===== src/rtl/bsr_pkg.sv =====
package bsr_pkg;
  typedef enum logic [2:0] {
    BS_NORMAL = 3'd0,
    BS_SAMPLE = 3'd1,
    BS_EXTEST = 3'd2,
    BS_INTEST = 3'd3,
    BS_HIGHZ  = 3'd4
  } bs_mode_e;
endpackage


===== src/rtl/bsr_cell.sv =====
// One scan cell: capture/shift stage plus an update stage that holds
// the value applied while a test mode drives the pins or core.
module bsr_cell (
  input  logic clk,
  input  logic rst,
  input  logic cap_en,
  input  logic shift_en,
  input  logic upd_en,
  input  logic cap_val,
  input  logic ser_in,
  output logic ser_q,
  output logic upd_q
);
  always_ff @(posedge clk) begin
    if (rst) begin
      ser_q <= 1'b0;
      upd_q <= 1'b0;
    end else begin
      if (cap_en)        ser_q <= cap_val;
      else if (shift_en) ser_q <= ser_in;
      if (upd_en)        upd_q <= ser_q;
    end
  end
endmodule


===== src/rtl/bsr_oe_gate.sv =====
// Turns one group's enable value into an active-high drive enable.
module bsr_oe_gate #(
  parameter logic DIS_ON_ONE = 1'b1
) (
  input  logic highz,
  input  logic use_cell,
  input  logic cell_val,
  input  logic core_val,
  output logic drive
);
  logic sel;
  always_comb begin
    sel = use_cell ? cell_val : core_val;
    if (highz) drive = 1'b0;
    else       drive = sel ^ DIS_ON_ONE;
  end
endmodule


===== src/rtl/bsr_tdo_stage.sv =====
// Falling-edge retiming of the serial output.
module bsr_tdo_stage (
  input  logic clk,
  input  logic rst,
  input  logic d,
  output logic q
);
  always_ff @(negedge clk) begin
    if (rst) q <= 1'b0;
    else     q <= d;
  end
endmodule


===== src/rtl/bscan_reg.sv =====
module bscan_reg
  import bsr_pkg::*;
#(
  parameter int NUM_IN  = 4,
  parameter int NUM_GRP = 2,
  parameter int GRP_W   = 3,
  parameter logic [NUM_GRP-1:0] GRP_DIS_ON_ONE = 2'b01
) (
  input  logic                     clk,
  input  logic                     rst,
  input  logic [2:0]               mode,
  input  logic                     capture_dr,
  input  logic                     shift_dr,
  input  logic                     update_dr,
  input  logic                     tdi,
  input  logic [NUM_IN-1:0]        pin_in,
  input  logic [NUM_GRP*GRP_W-1:0] core_out,
  input  logic [NUM_GRP-1:0]       core_oe_raw,
  output logic                     tdo,
  output logic [NUM_IN-1:0]        core_in,
  output logic [NUM_GRP*GRP_W-1:0] pad_out,
  output logic [NUM_GRP-1:0]       pad_oe
);
  localparam int GRP_CELLS = GRP_W + 1;
  localparam int CHAIN_LEN = NUM_IN + NUM_GRP * GRP_CELLS;

  logic [CHAIN_LEN:0]   link;
  logic [CHAIN_LEN-1:0] upd;
  logic ext_mode, drive_mode, hz_mode;

  assign ext_mode   = (mode == BS_EXTEST);
  assign drive_mode = ext_mode || (mode == BS_INTEST);
  assign hz_mode    = (mode == BS_HIGHZ);
  assign link[0]    = tdi;

  for (genvar i = 0; i < NUM_IN; i++) begin : g_in
    bsr_cell u_cell (
      .clk(clk), .rst(rst), .cap_en(capture_dr), .shift_en(shift_dr),
      .upd_en(update_dr), .cap_val(pin_in[i]), .ser_in(link[i]),
      .ser_q(link[i+1]), .upd_q(upd[i])
    );
    assign core_in[i] = drive_mode ? upd[i] : pin_in[i];
  end

  for (genvar g = 0; g < NUM_GRP; g++) begin : g_grp
    localparam int BASE = NUM_IN + g * GRP_CELLS;

    bsr_cell u_en (
      .clk(clk), .rst(rst), .cap_en(capture_dr), .shift_en(shift_dr),
      .upd_en(update_dr),
      .cap_val(ext_mode ? upd[BASE] : core_oe_raw[g]),
      .ser_in(link[BASE]), .ser_q(link[BASE+1]), .upd_q(upd[BASE])
    );

    bsr_oe_gate #(.DIS_ON_ONE(GRP_DIS_ON_ONE[g])) u_gate (
      .highz(hz_mode), .use_cell(drive_mode), .cell_val(upd[BASE]),
      .core_val(core_oe_raw[g]), .drive(pad_oe[g])
    );

    for (genvar b = 0; b < GRP_W; b++) begin : g_dat
      localparam int IDX = BASE + 1 + b;
      localparam int PIN = g * GRP_W + b;
      bsr_cell u_cell (
        .clk(clk), .rst(rst), .cap_en(capture_dr), .shift_en(shift_dr),
        .upd_en(update_dr),
        .cap_val(ext_mode ? upd[IDX] : core_out[PIN]),
        .ser_in(link[IDX]), .ser_q(link[IDX+1]), .upd_q(upd[IDX])
      );
      assign pad_out[PIN] = drive_mode ? upd[IDX] : core_out[PIN];
    end
  end

  bsr_tdo_stage u_tdo (.clk(clk), .rst(rst), .d(link[CHAIN_LEN]), .q(tdo));
endmodule


===== config.mk =====
export PLATFORM = sky130hd
export DESIGN_NAME = bscan_reg
export DESIGN_NICKNAME = d
export VERILOG_FILES = /design/src/rtl/bsr_pkg.sv /design/src/rtl/bsr_cell.sv /design/src/rtl/bsr_oe_gate.sv /design/src/rtl/bsr_tdo_stage.sv /design/src/rtl/bscan_reg.sv
export SDC_FILE = /design/constraint.sdc
export NUM_CORES = 1
export LEC_CHECK = 0
export CORE_MARGIN = 5
export CORE_UTILIZATION = 40
export DETAILED_ROUTE_END_ITERATION = 10
export PLACE_DENSITY_LB_ADDON = 0.3
export SLEW_MARGIN = 30
export SYNTH_ARGS = -nofsm -noshare
export SYNTH_HDL_FRONTEND = slang
export SYNTH_SLANG_ARGS = --single-unit

===== constraint.sdc =====
create_clock -name clk -period 5.2 [get_ports clk]
set_input_delay 1.56 -clock clk [delete_from_list [all_inputs] [get_ports clk]]
set_output_delay 1.56 -clock clk [all_outputs]
set_load 0.02 [all_outputs]

# Word level (Yosys, flattened, before mapping)
# Index checks and enable logic that the tools add are counted.
[word_totals]
regBits = 25
inputBits = 21
out_inout_bits = 13
word_cells = 77
[op_classes]
n_eq_ne = 3
n_mux = 46
n_bitwise = 1
reduce_logical = 2
[ops]
columns = ["op", "n"]
rows = [
  ["$mux 1", 46],
  ["$eq 3x2->1 const B", 2],
  ["$eq 3x3->1 const B", 1],
  ["$reduce_bool 2->1", 1],
  ["$logic_or 1x1->1", 1],
  ["$not 1->1", 1],
]

# Logic depth before layout (Yosys ltp)
[logic_depth]
depth_word = 5
ltp_mapped = 5
depth_no_buf = 3

# Hierarchy
# A second synthesis with hierarchy kept.
[hier_totals]
cells_unflattened = 125
hier_area_um2 = 1348.8
[by_module_without_submodules]
columns = ["module", "instances", "cells_each", "area_each_um2", "seq_area_each_um2"]
rows = [
  ["bsr_cell", 12, 8, 86.3, 40.0],
  ["bscan_reg", 1, 22, 242.7, 0.0],
  ["bsr_tdo_stage", 1, 3, 37.5, 20.0],
  ["bsr_oe_gate (g_grp[0].u_gate)", 1, 2, 18.8, 0.0],
  ["bsr_oe_gate (g_grp[1].u_gate)", 1, 2, 13.8, 0.0],
]

==> metrics.md <==
| Metric | Value |
|---|---|
| RSZ-0062 raised after global routing | `false` |
| Drt first-iter violations | `between 70 and 80` |
| Clock buffer count from CTS | `3` |
| Most common cell after layout, fill and taps aside | `clkdlybuf4s50_1` |
| Number of routed nets with antenna violations | `0` |
| CTS max path bufs | `2` |
| Top fanout value on the critical path | `1` |
| Clock latency of the later-clocked register in the worst-skew pair | `370 ps` |
| Final Slew Violations | `0` |
| Post-route setup TNS | `0 ps` |
| Part of the Yosys area used for sequential elements | `0.3968` |
| Count of state elements after synthesis | `25` |
| Count of unresolved DRC violations after routing | `0` |
| Commonest cells after routing, fill and taps aside | `32 x clkdlybuf4s50_1, 25 x dfxtp_1, 16 x nand2_1, 16 x mux2i_1, 16 x nor2_1` |
| Largest net degree at the start of global routing | `25` |
| R2R cell count | `1` |
| Critical path's largest stage delay | `300 ps` |
| Antenna violations before repair | `0` |
| Filler Cells Inserted | `286` |
| Reg2reg start | `g_grp[1].g_dat[2].u_cell.ser_q` |
| Via count of the first global-routing pass | `between 1k and 1.5k` |
| Type of destination of the critical path | `primary output` |
| Result of the run | `finished clean` |
| Total standard cell area after synthesis | `0.001261 mm2` |
| Slowest-stage cell, CP | `dfxtp_1` |
| Hold wc startpoint | `g_grp[1].g_dat[1].u_cell.upd_q` |
| Synth-to-Final Area Change | `29.17%` |
| Number of synthesis warnings | `0` |
| Portion of total power attributed to the clock network | `0.225` |
| Vertical die dimension | `roughly 66 um` |
| Reg-to-reg critical path endpoint | `u_tdo.q` |
| Transition time at the pin with the least slew margin | `832.1 ps` |
| Number of max-cap violations | `0` |
| Number of inserted diodes | `0` |
| Combined buffer and inverter count along the critical path | `1` |
| Initial core utilization | `0.4165` |
| IO Pins | `34` |
| Final hold vios | `0` |
| Depth of the CTS H-tree | `1` |
| Net count reported at finish | `between 150 and 200` |
| Die Footprint | `between 0.004 and 0.005 mm2` |
| Wire per inst | `~14 um` |
| Worst Hold End | `g_grp[1].g_dat[1].u_cell.ser_q` |
| Post-CTS Repair Setup Buffers | `0` |
| Final setup vio count | `0` |
| Detailed placement HPWL | `~2 mm` |
| Total Routed Length | `approximately 2.9 mm` |
| Number of cell rows | `20` |
| Net switching fraction of the power | `0.2781` |
| Class of the tightest hold or removal check | `flop to flop` |
| # hold bufs at CTS | `0` |
| Critical Path Start Type | `flop` |
| Final setup skew | `approximately 57 ps` |
| Routability-driven placement congestion ratio | `roughly 0.75` |
| Register-to-register path setup slack | `approximately 2100 ps` |
| Clock slew at reported path FFs | `approximately 130 ps` |
| Root buf cell | `clkbuf_4` |
| Kind of cell adding the most delay to the critical path | `flip-flops` |
| Pre-Repair DR Iteration Count | `4` |
| PortBufs | `33` |
| Routed via count | `1067` |
| Nets in the synthesized netlist | `157` |
| VDD IR-drop max | `roughly 0.11 mV` |
| Sw power | `approximately 110 uW` |
| Crit-path cells | `clkdlybuf4s15_1` |
| Vias per std cell | `roughly 5` |
| Power share of the combinational group | `0.236` |
| Multi-input gate area in the final layout | `just under 700 um2` |
| Global route overflow | `0` |
| Total power consumption of the routed design | `about 390 uW` |
| Hold Path Stages | `2` |
| CP arrival | `3560 ps` |
| Storage element area | `between 500 and 600 um2` |
| Category of the most critical setup path | `flop to primary output` |
| Global-route wire length before repair | `about 5.1 mm` |
| Total global-route track usage | `0.1484` |
| Number of sinks on the clock net | `25` |
| Std-Cell Core Area | `about 0.0030 mm2` |
| Share of cells above drive strength 1 | `0.1227` |
| P_int | `281.4 uW` |
| Power density over the cells | `roughly 240 mW/mm2` |
| Count of mapped cells out of synthesis | `136` |
| Data required, critical path | `around 3600 ps` |
| Count of distinct cell types in the synthesized netlist | `18` |
| Headroom to the max-slew limit | `0.4435` |
| Standby leakage power | `0.0006490 uW` |
| Chip width | `between 60 and 70 um` |
| Synthesized area divided by synthesized cell count | `~9 um2` |
| TritonCTS clock tree | `done` |
| Sequential cell fraction of total power | `0.539` |
kinds of logic after synthesis:
logic type,count (synthesis),share of synthesized area
AOI/OAI and AO/OA,22,0.1290
buffers and inverters,15,0.05555
and+or+nand+nor,44,0.1667
muxes,30,0.2520
DFF,25,0.3968
stage by stage:
step | util | hold WS [ps] | cells | setup WS [ps] | cell area, um2
after global routing | 0.5380 | 539.1 | 207 | 3.888 | 1629
after global placement | 0.5293 | 476.4 | 203 | 161.9 | 1603
after CTS | 0.5376 | 519.4 | 207 | 40.87 | 1628
after floorplan | - | 456.1 | 136 | 644.9 | 1261
after detailed placement | 0.5293 | 489.1 | 203 | 164.9 | 1603
final | 0.5380 | 514.7 | 207 | 80.47 | 1629
power by group through the flow:
stage | combinational (uW) | clock, uW | sequential [uW]
2_1_floorplan | 54.8 | 2.41 | 212
3_3_place_gp | 90.6 | 2.41 | 214
3_5_place_dp | 92.1 | 2.41 | 214
4_1_cts | 92.5 | 91.0 | 210
5_1_grt | 100 | 101 | 212
6_report | 92.0 | 87.9 | 210
worst max path at each step:
stage	from	slack [ps]	to	cells past startpoint
detailed placement	u_tdo.q	160	tdo	1
global route	u_tdo.q	4	tdo	1
CTS	u_tdo.q	40	tdo	1
floorplan	u_tdo.q	640	tdo	0
global placement	u_tdo.q	160	tdo	1
finish	u_tdo.q	80	tdo	1
cells in the mapped netlist (all sizes together):
cell	instances	area, um2
buf	7	40.03
a21oi	2	10.01
clkbuf	5	18.77
dfxtp	25	500.5
nor2b	9	56.30
nand2b	1	6.260
or3b	1	8.760
nor2	16	60.06
mux2i	16	160.2
inv	3	11.26
a311oi	8	70.07
a211oi	8	60.06
mux2	14	157.7
nand2	16	60.06
nor3b	1	18.77
o21ai	2	10.01
o22ai	2	12.51
area by class of cell:
type / instances / share of cell area
clock inverters: 2 / 0.004608
flip-flops and latches: 25 / 0.3072
well taps: 44 / 0.03379
repair buffers: 35 / 0.2120
clock buffers: 3 / 0.01382
multi-input cells: 96 / 0.4240
inverters: 2 / 0.004608
what timing repair did:
action | 4_1_cts | 5_1_grt
endpoints found under the setup margin | 1 | 1
resized for setup | 1 | 1
gates cloned | 0 | 0
endpoints found under the hold margin | 0 | 0
flip-flops by register name, indices dropped and copies added (netlist names):
| signal | flops |
|---|---|
| g_in.u_cell.ser_q | 4 |
| g_grp.g_dat.u_cell.ser_q | 6 |
| u_tdo.q | 1 |
| g_grp.u_en.upd_q | 2 |
| g_grp.g_dat.u_cell.upd_q | 6 |
| g_grp.u_en.ser_q | 2 |
| g_in.u_cell.upd_q | 4 |
tightest hold or removal path, stage by stage (launching register included):
cell	delay, ps
dfxtp_1	340
nand2_1	50
a311oi_1	80
per-layer routing:
metal,GRT usage,wire length [um]
met1,0.1859,1344
met3,0.02891,125
met4,0.05330,47
met2,0.2503,1386
met5,0,0
Note: power is estimated with default switching activity, not from simulation.
